==> config.mk <==
export PLATFORM = sky130hd
export DESIGN_NAME = dq_wrptr_mgr
export DESIGN_NICKNAME = d
export VERILOG_FILES = /design/src/rtl/dq_pkg.sv /design/src/rtl/dq_ptr.sv /design/src/rtl/dq_coalesce.sv /design/src/rtl/dq_wrptr_mgr.sv
export SDC_FILE = /design/constraint.sdc
export NUM_CORES = 1
export LEC_CHECK = 0
export BUFFER_PORTS_ARGS = -buffer_cell sky130_fd_sc_hd__buf_4
export CORE_MARGIN = 3
export CORE_UTILIZATION = 65
export CTS_BUF_LIST = sky130_fd_sc_hd__clkbuf_8
export DETAILED_ROUTE_END_ITERATION = 7
export PLACE_DENSITY = 0.87
export SLEW_MARGIN = 40
export SYNTH_ARGS = -nofsm -noshare
export SYNTH_HDL_FRONTEND = slang
export SYNTH_SLANG_ARGS = --single-unit
==> constraint.sdc <==
create_clock -name clk -period 4.8 [get_ports clk]
set_input_delay 0.24 -clock clk [delete_from_list [all_inputs] [get_ports clk]]
set_output_delay 0.24 -clock clk [all_outputs]
set_load 0.02 [all_outputs]
==> src/rtl/dq_pkg.sv <==
package dq_pkg;
  typedef enum logic [2:0] {
    RS_BASE_LO = 3'd0,
    RS_BASE_HI = 3'd1,
    RS_END     = 3'd2,
    RS_WPTR    = 3'd3,
    RS_RPTR    = 3'd4,
    RS_CTRL    = 3'd5,
    RS_STAT    = 3'd6
  } reg_sel_e;
endpackage

==> src/rtl/dq_ptr.sv <==
module dq_ptr #(
  parameter int PTR_W = 16
) (
  input  logic             clk,
  input  logic             rst,
  input  logic             load_en,
  input  logic [PTR_W-1:0] load_val,
  input  logic             adv,
  input  logic [PTR_W-1:0] end_idx,
  output logic [PTR_W-1:0] ptr,
  output logic [PTR_W-1:0] ptr_nxt
);
  always_comb begin
    if (ptr >= end_idx) ptr_nxt = '0;
    else                ptr_nxt = ptr + 1'b1;
  end

  always_ff @(posedge clk) begin
    if (rst)          ptr <= '0;
    else if (adv)     ptr <= ptr_nxt;
    else if (load_en) ptr <= load_val;
  end

  AST_PTR_STEP: assert property (@(posedge clk) disable iff (rst)
    (adv && ptr < end_idx) |=> ptr == $past(ptr) + 1'b1);
  AST_PTR_WRAP: assert property (@(posedge clk) disable iff (rst)
    (adv && ptr >= end_idx) |=> ptr == '0);
endmodule

==> src/rtl/dq_coalesce.sv <==
module dq_coalesce #(
  parameter int THR_W = 3
) (
  input  logic             clk,
  input  logic             rst,
  input  logic             en,
  input  logic [THR_W-1:0] thr,
  input  logic             hit,
  input  logic             clr,
  output logic             stat
);
  localparam int CNT_W = 1 << THR_W;

  logic [CNT_W-1:0] cnt;
  logic [CNT_W-1:0] target;
  logic [CNT_W-1:0] cnt_inc;
  logic             fire;

  assign target  = CNT_W'(1) << thr;
  assign cnt_inc = cnt + 1'b1;
  assign fire    = hit && (cnt_inc >= target);

  always_ff @(posedge clk) begin
    if (rst || !en) cnt <= '0;
    else if (fire)  cnt <= '0;
    else if (hit)   cnt <= cnt_inc;
  end

  always_ff @(posedge clk) begin
    if (rst)       stat <= 1'b0;
    else if (fire) stat <= 1'b1;
    else if (clr)  stat <= 1'b0;
  end

  AST_STAT_STICKY: assert property (@(posedge clk) disable iff (rst)
    (stat && !clr) |=> stat);
  AST_CNT_RESTART: assert property (@(posedge clk) disable iff (rst)
    !en |=> cnt == '0);
  AST_CNT_BOUND: assert property (@(posedge clk) disable iff (rst)
    cnt < target || !$stable(thr) || $past(!$stable(thr)));
endmodule

==> src/rtl/dq_wrptr_mgr.sv <==
module dq_wrptr_mgr
  import dq_pkg::*;
#(
  parameter int HALF_W = 16,
  parameter int THR_W  = 3
) (
  input  logic                clk,
  input  logic                rst,
  input  logic                reg_wr_en,
  input  logic [2:0]          reg_addr,
  input  logic [HALF_W-1:0]   reg_wdata,
  output logic [HALF_W-1:0]   reg_rdata,
  input  logic                dma_req,
  output logic                dma_gnt,
  output logic [2*HALF_W-1:0] dma_addr,
  output logic                q_full,
  output logic                stat_dqw,
  input  logic                stat_clr
);
  localparam int PTR_W  = HALF_W;
  localparam int ADDR_W = 2 * HALF_W;
  localparam int PAD_W  = ADDR_W - PTR_W - 2;

  logic [HALF_W-1:0] base_lo, base_hi;
  logic [PTR_W-1:0]  end_q, rptr_q, wptr, wptr_nxt;
  logic              en_q;
  logic [THR_W-1:0]  thr_q;
  logic [ADDR_W-1:0] base_q;
  logic              full, accept, cfg_ok, wptr_ld;

  assign base_q = {base_hi, base_lo};
  assign full   = (wptr_nxt == rptr_q);
  assign accept = dma_req && en_q && !full && !dma_gnt;
  assign cfg_ok = reg_wr_en && !en_q;
  assign wptr_ld = cfg_ok && (reg_addr == RS_WPTR);
  assign q_full = full;

  always_ff @(posedge clk) begin
    if (rst) begin
      base_lo <= '0;
      base_hi <= '0;
      end_q   <= '0;
      rptr_q  <= '0;
      en_q    <= 1'b0;
      thr_q   <= '0;
    end else if (reg_wr_en) begin
      if (cfg_ok && reg_addr == RS_BASE_LO) base_lo <= reg_wdata;
      if (cfg_ok && reg_addr == RS_BASE_HI) base_hi <= reg_wdata;
      if (cfg_ok && reg_addr == RS_END)     end_q   <= reg_wdata;
      if (reg_addr == RS_RPTR)              rptr_q  <= reg_wdata;
      if (reg_addr == RS_CTRL) begin
        en_q  <= reg_wdata[0];
        thr_q <= reg_wdata[THR_W:1];
      end
    end
  end

  always_ff @(posedge clk) begin
    if (rst) begin
      dma_gnt  <= 1'b0;
      dma_addr <= '0;
    end else begin
      dma_gnt <= accept;
      if (accept) dma_addr <= base_q + {{PAD_W{1'b0}}, wptr, 2'b00};
    end
  end

  always_ff @(posedge clk) begin
    if (rst) reg_rdata <= '0;
    else begin
      case (reg_addr)
        RS_BASE_LO: reg_rdata <= base_lo;
        RS_BASE_HI: reg_rdata <= base_hi;
        RS_END:     reg_rdata <= end_q;
        RS_WPTR:    reg_rdata <= wptr;
        RS_RPTR:    reg_rdata <= rptr_q;
        RS_CTRL:    reg_rdata <= HALF_W'({thr_q, en_q});
        RS_STAT:    reg_rdata <= HALF_W'({full, stat_dqw});
        default:    reg_rdata <= '0;
      endcase
    end
  end

  dq_ptr #(.PTR_W(PTR_W)) u_ptr (
    .clk(clk), .rst(rst), .load_en(wptr_ld), .load_val(reg_wdata),
    .adv(accept), .end_idx(end_q), .ptr(wptr), .ptr_nxt(wptr_nxt)
  );

  dq_coalesce #(.THR_W(THR_W)) u_coal (
    .clk(clk), .rst(rst), .en(en_q), .thr(thr_q), .hit(accept),
    .clr(stat_clr), .stat(stat_dqw)
  );

  AST_GNT_EN: assert property (@(posedge clk) disable iff (rst)
    dma_gnt |-> $past(en_q));
  AST_NO_GNT_FULL: assert property (@(posedge clk) disable iff (rst)
    dma_gnt |-> !$past(full));
  AST_GNT_ADDR: assert property (@(posedge clk) disable iff (rst)
    dma_gnt |-> dma_addr == $past(base_q) + {{PAD_W{1'b0}}, $past(wptr), 2'b00});
  AST_CFG_HOLD: assert property (@(posedge clk) disable iff (rst)
    $past(en_q) |-> ($stable(base_q) && $stable(end_q)));
endmodule

==> flow_results.xml <==
<?xml version="1.0" encoding="UTF-8"?>
<metrics>
  <group name="routing">
    <metric name="route.detailed.drc" unit="">0</metric>
    <metric name="detailroute.via_count" unit="">7560</metric>
    <metric name="drtIter0Drc" unit="">965</metric>
    <metric name="route.detailed.wl_per_inst" unit="um">19.9</metric>
    <metric name="ant_nets" unit="">0</metric>
    <metric name="totalWireLength" unit="um">23400</metric>
    <metric name="drt_pre_antenna_iters" unit="">8</metric>
    <metric name="viasPerCell" unit="">6.44</metric>
  </group>
  <group name="floorplanning">
    <metric name="ios" unit="">75</metric>
    <metric name="die_y" unit="um">116</metric>
    <metric name="die-area" unit="sq um">13500</metric>
    <metric name="initial_standard_cell_utilization_of_the_core" unit="%">67.9</metric>
    <metric name="num_rows" unit="">39</metric>
    <metric name="coreArea" unit="sq um">11700</metric>
    <metric name="floorplan.die.width" unit="um">116</metric>
  </group>
  <group name="worst_setup_path">
    <metric name="r2r.worst_path.cells" unit="">13</metric>
    <metric name="critical_path.endpoint_type" unit="">flip-flop</metric>
    <metric name="worstReg2RegStart" unit="">u_ptr.ptr[2]</metric>
    <metric name="worst_r2r_endpoint" unit="">dma_addr[15]</metric>
    <metric name="worst-setup-path-type" unit="">reg2reg</metric>
    <metric name="first_element_of_the_critical_path" unit="">u_ptr.ptr[2]</metric>
    <metric name="critical_path.max_fanout" unit="">19</metric>
    <metric name="cp-endpoint" unit="">dma_addr[15]</metric>
    <metric name="crit_required" unit="ns">5.12</metric>
    <metric name="timing.critical_path.from_type" unit="">flip-flop</metric>
    <metric name="arrival" unit="ns">4.46</metric>
    <metric name="r2r_setup_slack" unit="ns">0.66</metric>
  </group>
  <group name="yosys">
    <metric name="synth_cell_types" unit="">68</metric>
    <metric name="ys_dominant_reg_cell" unit="">dfxtp_1</metric>
    <metric name="number_of_synthesized_flops_with_an_enable_pin" unit="">0</metric>
    <metric name="yosys.area_share.xor_xnor" unit="%">5.42</metric>
    <metric name="synth_compound_area_share" unit="%">20.9</metric>
    <metric name="synthesis.instances" unit="">975</metric>
    <metric name="synth_fa_ha_area_share" unit="%">6.89</metric>
    <metric name="yosys_register_bits" unit="">142</metric>
    <metric name="synth_top_family_by_area" unit="">simple AND/OR/NAND/NOR gates</metric>
    <metric name="synth_top_area_share" unit="%">35.9</metric>
    <metric name="synth_mux_area_share" unit="%">5.04</metric>
    <metric name="post_synth_and_or_nand_nor_area_fraction" unit="%">21.3</metric>
    <metric name="ys_seq_area_share" unit="%">35.9</metric>
    <metric name="yosys.area.top_type" unit="">dfxtp_1</metric>
    <metric name="total_nets_after_synthesis" unit="">1042</metric>
    <metric name="post_synth_instance_area" unit="sq um">7920</metric>
    <metric name="synth.top_cells.by_area" unit="">dfxtp_1, nand2_1, a21oi_1</metric>
    <metric name="postSynthAreaPerCell" unit="sq um">8.12</metric>
    <metric name="yosysWarnings" unit="">0</metric>
    <metric name="synthArstFlopShare" unit="%">0</metric>
  </group>
  <group name="sta">
    <metric name="report.final.slew_viol_count" unit="">0</metric>
    <metric name="grt_setup_unrepaired" unit="">false</metric>
    <metric name="holdWs" unit="ns">0.0666</metric>
    <metric name="timing.setup.tns" unit="ns">0</metric>
    <metric name="timing.max_slew.rel_slack" unit="%">47.4</metric>
    <metric name="finalSetupViolations" unit="">0</metric>
    <metric name="final_hold_viol_count" unit="">0</metric>
    <metric name="fmax" unit="MHz">242</metric>
    <metric name="timing.final.crit_share" unit="%">86.2</metric>
    <metric name="period_needed" unit="ns">4.14</metric>
    <metric name="timing_worst_slew_pin_value" unit="ns">0.789</metric>
    <metric name="fin_skew" unit="ns">0.0131</metric>
  </group>
  <group name="clock_network">
    <metric name="cts_max_path_buffers" unit="">2</metric>
    <metric name="h-tree-depth" unit="">4</metric>
    <metric name="cts.reportedPaths.clkPinSlew" unit="ns">0.08</metric>
    <metric name="holdBufCountCts" unit="">0</metric>
    <metric name="cts_inserted_buffers" unit="">17</metric>
    <metric name="postCtsResizedCells" unit="">0</metric>
    <metric name="clock_latency" unit="ns">0.46</metric>
    <metric name="cts_setup_buffers" unit="">0</metric>
    <metric name="cts.sinks" unit="">142</metric>
    <metric name="clock_tree.root_cell" unit="">clkbuf_8</metric>
    <metric name="tritoncts" unit="">done</metric>
  </group>
  <group name="global_route">
    <metric name="first_global_vias" unit="">6929</metric>
    <metric name="gr-usage-all-layers" unit="%">35.4</metric>
    <metric name="grt_pass1_wl" unit="um">37000</metric>
    <metric name="grt_antenna_before_repair" unit="">1</metric>
    <metric name="grt_start_max_net_pins" unit="">47</metric>
    <metric name="overflow" unit="">0</metric>
  </group>
  <group name="cells_and_area">
    <metric name="layout.nets" unit="">1085</metric>
    <metric name="area.growth.synth_to_final" unit="%">12.8</metric>
    <metric name="final_layout_size_suffix_gt1_share" unit="%">15.1</metric>
    <metric name="n_antenna_cell" unit="">0</metric>
    <metric name="postLayoutCoreUtil" unit="%">76.6</metric>
    <metric name="fillCellCount" unit="">892</metric>
  </group>
  <group name="hold_path">
    <metric name="hp-class" unit="">in2reg</metric>
    <metric name="whs_path_depth" unit="">3</metric>
  </group>
  <group name="place">
    <metric name="hpwlAfterDp" unit="um">16700</metric>
    <metric name="io_buffers" unit="">74</metric>
    <metric name="gp_congestion" unit="">0.952</metric>
  </group>
  <group name="power">
    <metric name="power.leakage" unit="uW">0.00340</metric>
    <metric name="ir_drop" unit="mV">0.265</metric>
    <metric name="power_density" unit="nW/um^2">313</metric>
  </group>
  <group name="status">
    <metric name="status" unit="">finished, final reports clean</metric>
  </group>
  <group name="run">
    <metric name="maxCapViolations" unit="">0</metric>
  </group>
</metrics>
## worst min-delay path by stage
| stage | startpoint | to | slack [ns] |
|---|---|---|---|
| after floorplan | reg_wdata[11] | u_ptr.ptr[11] | 0.35 |
| after global placement | dma_addr[9] | dma_addr[9] | 0.44 |
| after detailed placement | dma_addr[9] | dma_addr[9] | 0.45 |
| after CTS | reg_wdata[15] | u_ptr.ptr[15] | 0.06 |
| after global routing | reg_wdata[8] | rptr_q[8] | 0.07 |
| final | reg_wdata[15] | u_ptr.ptr[15] | 0.07 |
## cells in the mapped netlist, drive strengths merged (7+ instances only)
cell type,n
nand2,208
dfxtp,142
a21oi,125
nor2,57
ha,42
clkbuf,37
xor2,29
a22oi,26
o21ai,26
inv,25
a211oi,23
buf,20
xnor2,20
nor2b,18
mux2,17
nand3,17
mux2i,14
and3,12
nor3,8
nand4,7
nor4,7
## cell families after synthesis
group                      after synthesis
and+or+nand+nor                        370
DFF                                    142
muxes                                   34
adders and majority gates               43
buffers and inverters                   82
AOI/OAI and AO/OA                      255
xor gates and xnor gates                49
## where the power goes
| part | internal [uW] | total, uW | switching, uW |
|---|---|---|---|
| Sequential | 1200 | 1250 | 43.3 |
| Combinational | 168 | 449 | 281 |
| Clock | 640 | 1100 | 460 |
## flip-flops by register name (all words and copies together) (netlist names)
signal / count
dma_addr: 32
base_hi: 16
base_lo: 16
end_q: 16
reg_rdata: 16
rptr_q: 16
u_ptr.ptr: 16
u_coal.cnt: 8
thr_q: 3
dma_gnt: 1
en_q: 1
u_coal.stat: 1
## metal layers
metal / up-vias / GRT usage (%) / part of all wire (%)
met5: - / 0 / 0.030
met4: 2 / 13.1 / 3.1
met3: 71 / 9.64 / 12
met2: 468 / 53.9 / 44
met1: 3490 / 48.4 / 41
li1: 3529 / - / -
## area by class of cell
cell class,count,area (sq um),area share [%]
clock buffer,19,262,2.93
clock inverter,13,196,2.20
inverter,25,93.8,1.05
multi-input combinational,751,4730,53.0
sequential,142,2840,31.8
tap,143,179,2.00
timing repair buffer,81,621,6.95
## stage by stage
step	instance area (sq um)	setup slack, ns	power (uW)	cells
finish	8930	0.661	2800	1174
global route	8930	0.398	2880	1174
CTS	8930	0.776	2780	1174
global placement	8430	0.963	1690	1141
floorplan	7920	1.58	1560	975
detailed placement	8470	0.814	1700	1142
## worst max-delay path: stages, from the launching register on
cell       delay [ns]
dfxtp_1          0.59
ha_1             0.33
a211oi_1         0.27
o21ai_1          0.11
a21oi_1          0.41
o21ai_1          0.35
o2bb2ai_1        0.24
nand4_1          0.16
nor4b_4          0.58
buf_4            0.24
or2_1            0.22
buf_4            0.27
or3_1            0.16
a21oi_1          0.06
## cell usage in the layout (no fill, tap or decap), types with 7 or more instances in the layout
cell / Yosys / layout
nor2_1: 56 / 54
mux2i_1: 14 / 14
ha_1: 42 / 42
dfxtp_1: 142 / 142
inv_1: 25 / 28
buf_4: 5 / 80
nand2_1: 208 / 208
o21ai_0: 20 / 20
a22oi_1: 26 / 26
mux2_2: 17 / 17
a211oi_2: 12 / 12
nand3_1: 17 / 17
nor3_1: 7 / 7
and3_1: 12 / 12
xnor2_1: 20 / 20
nand4_1: 7 / 7
clkbuf_8: 0 / 19
xor2_1: 29 / 29
a21oi_1: 125 / 125
nor2b_1: 18 / 16
a211oi_1: 11 / 11
No activity file was read; power rests on OpenSTA's default activity.
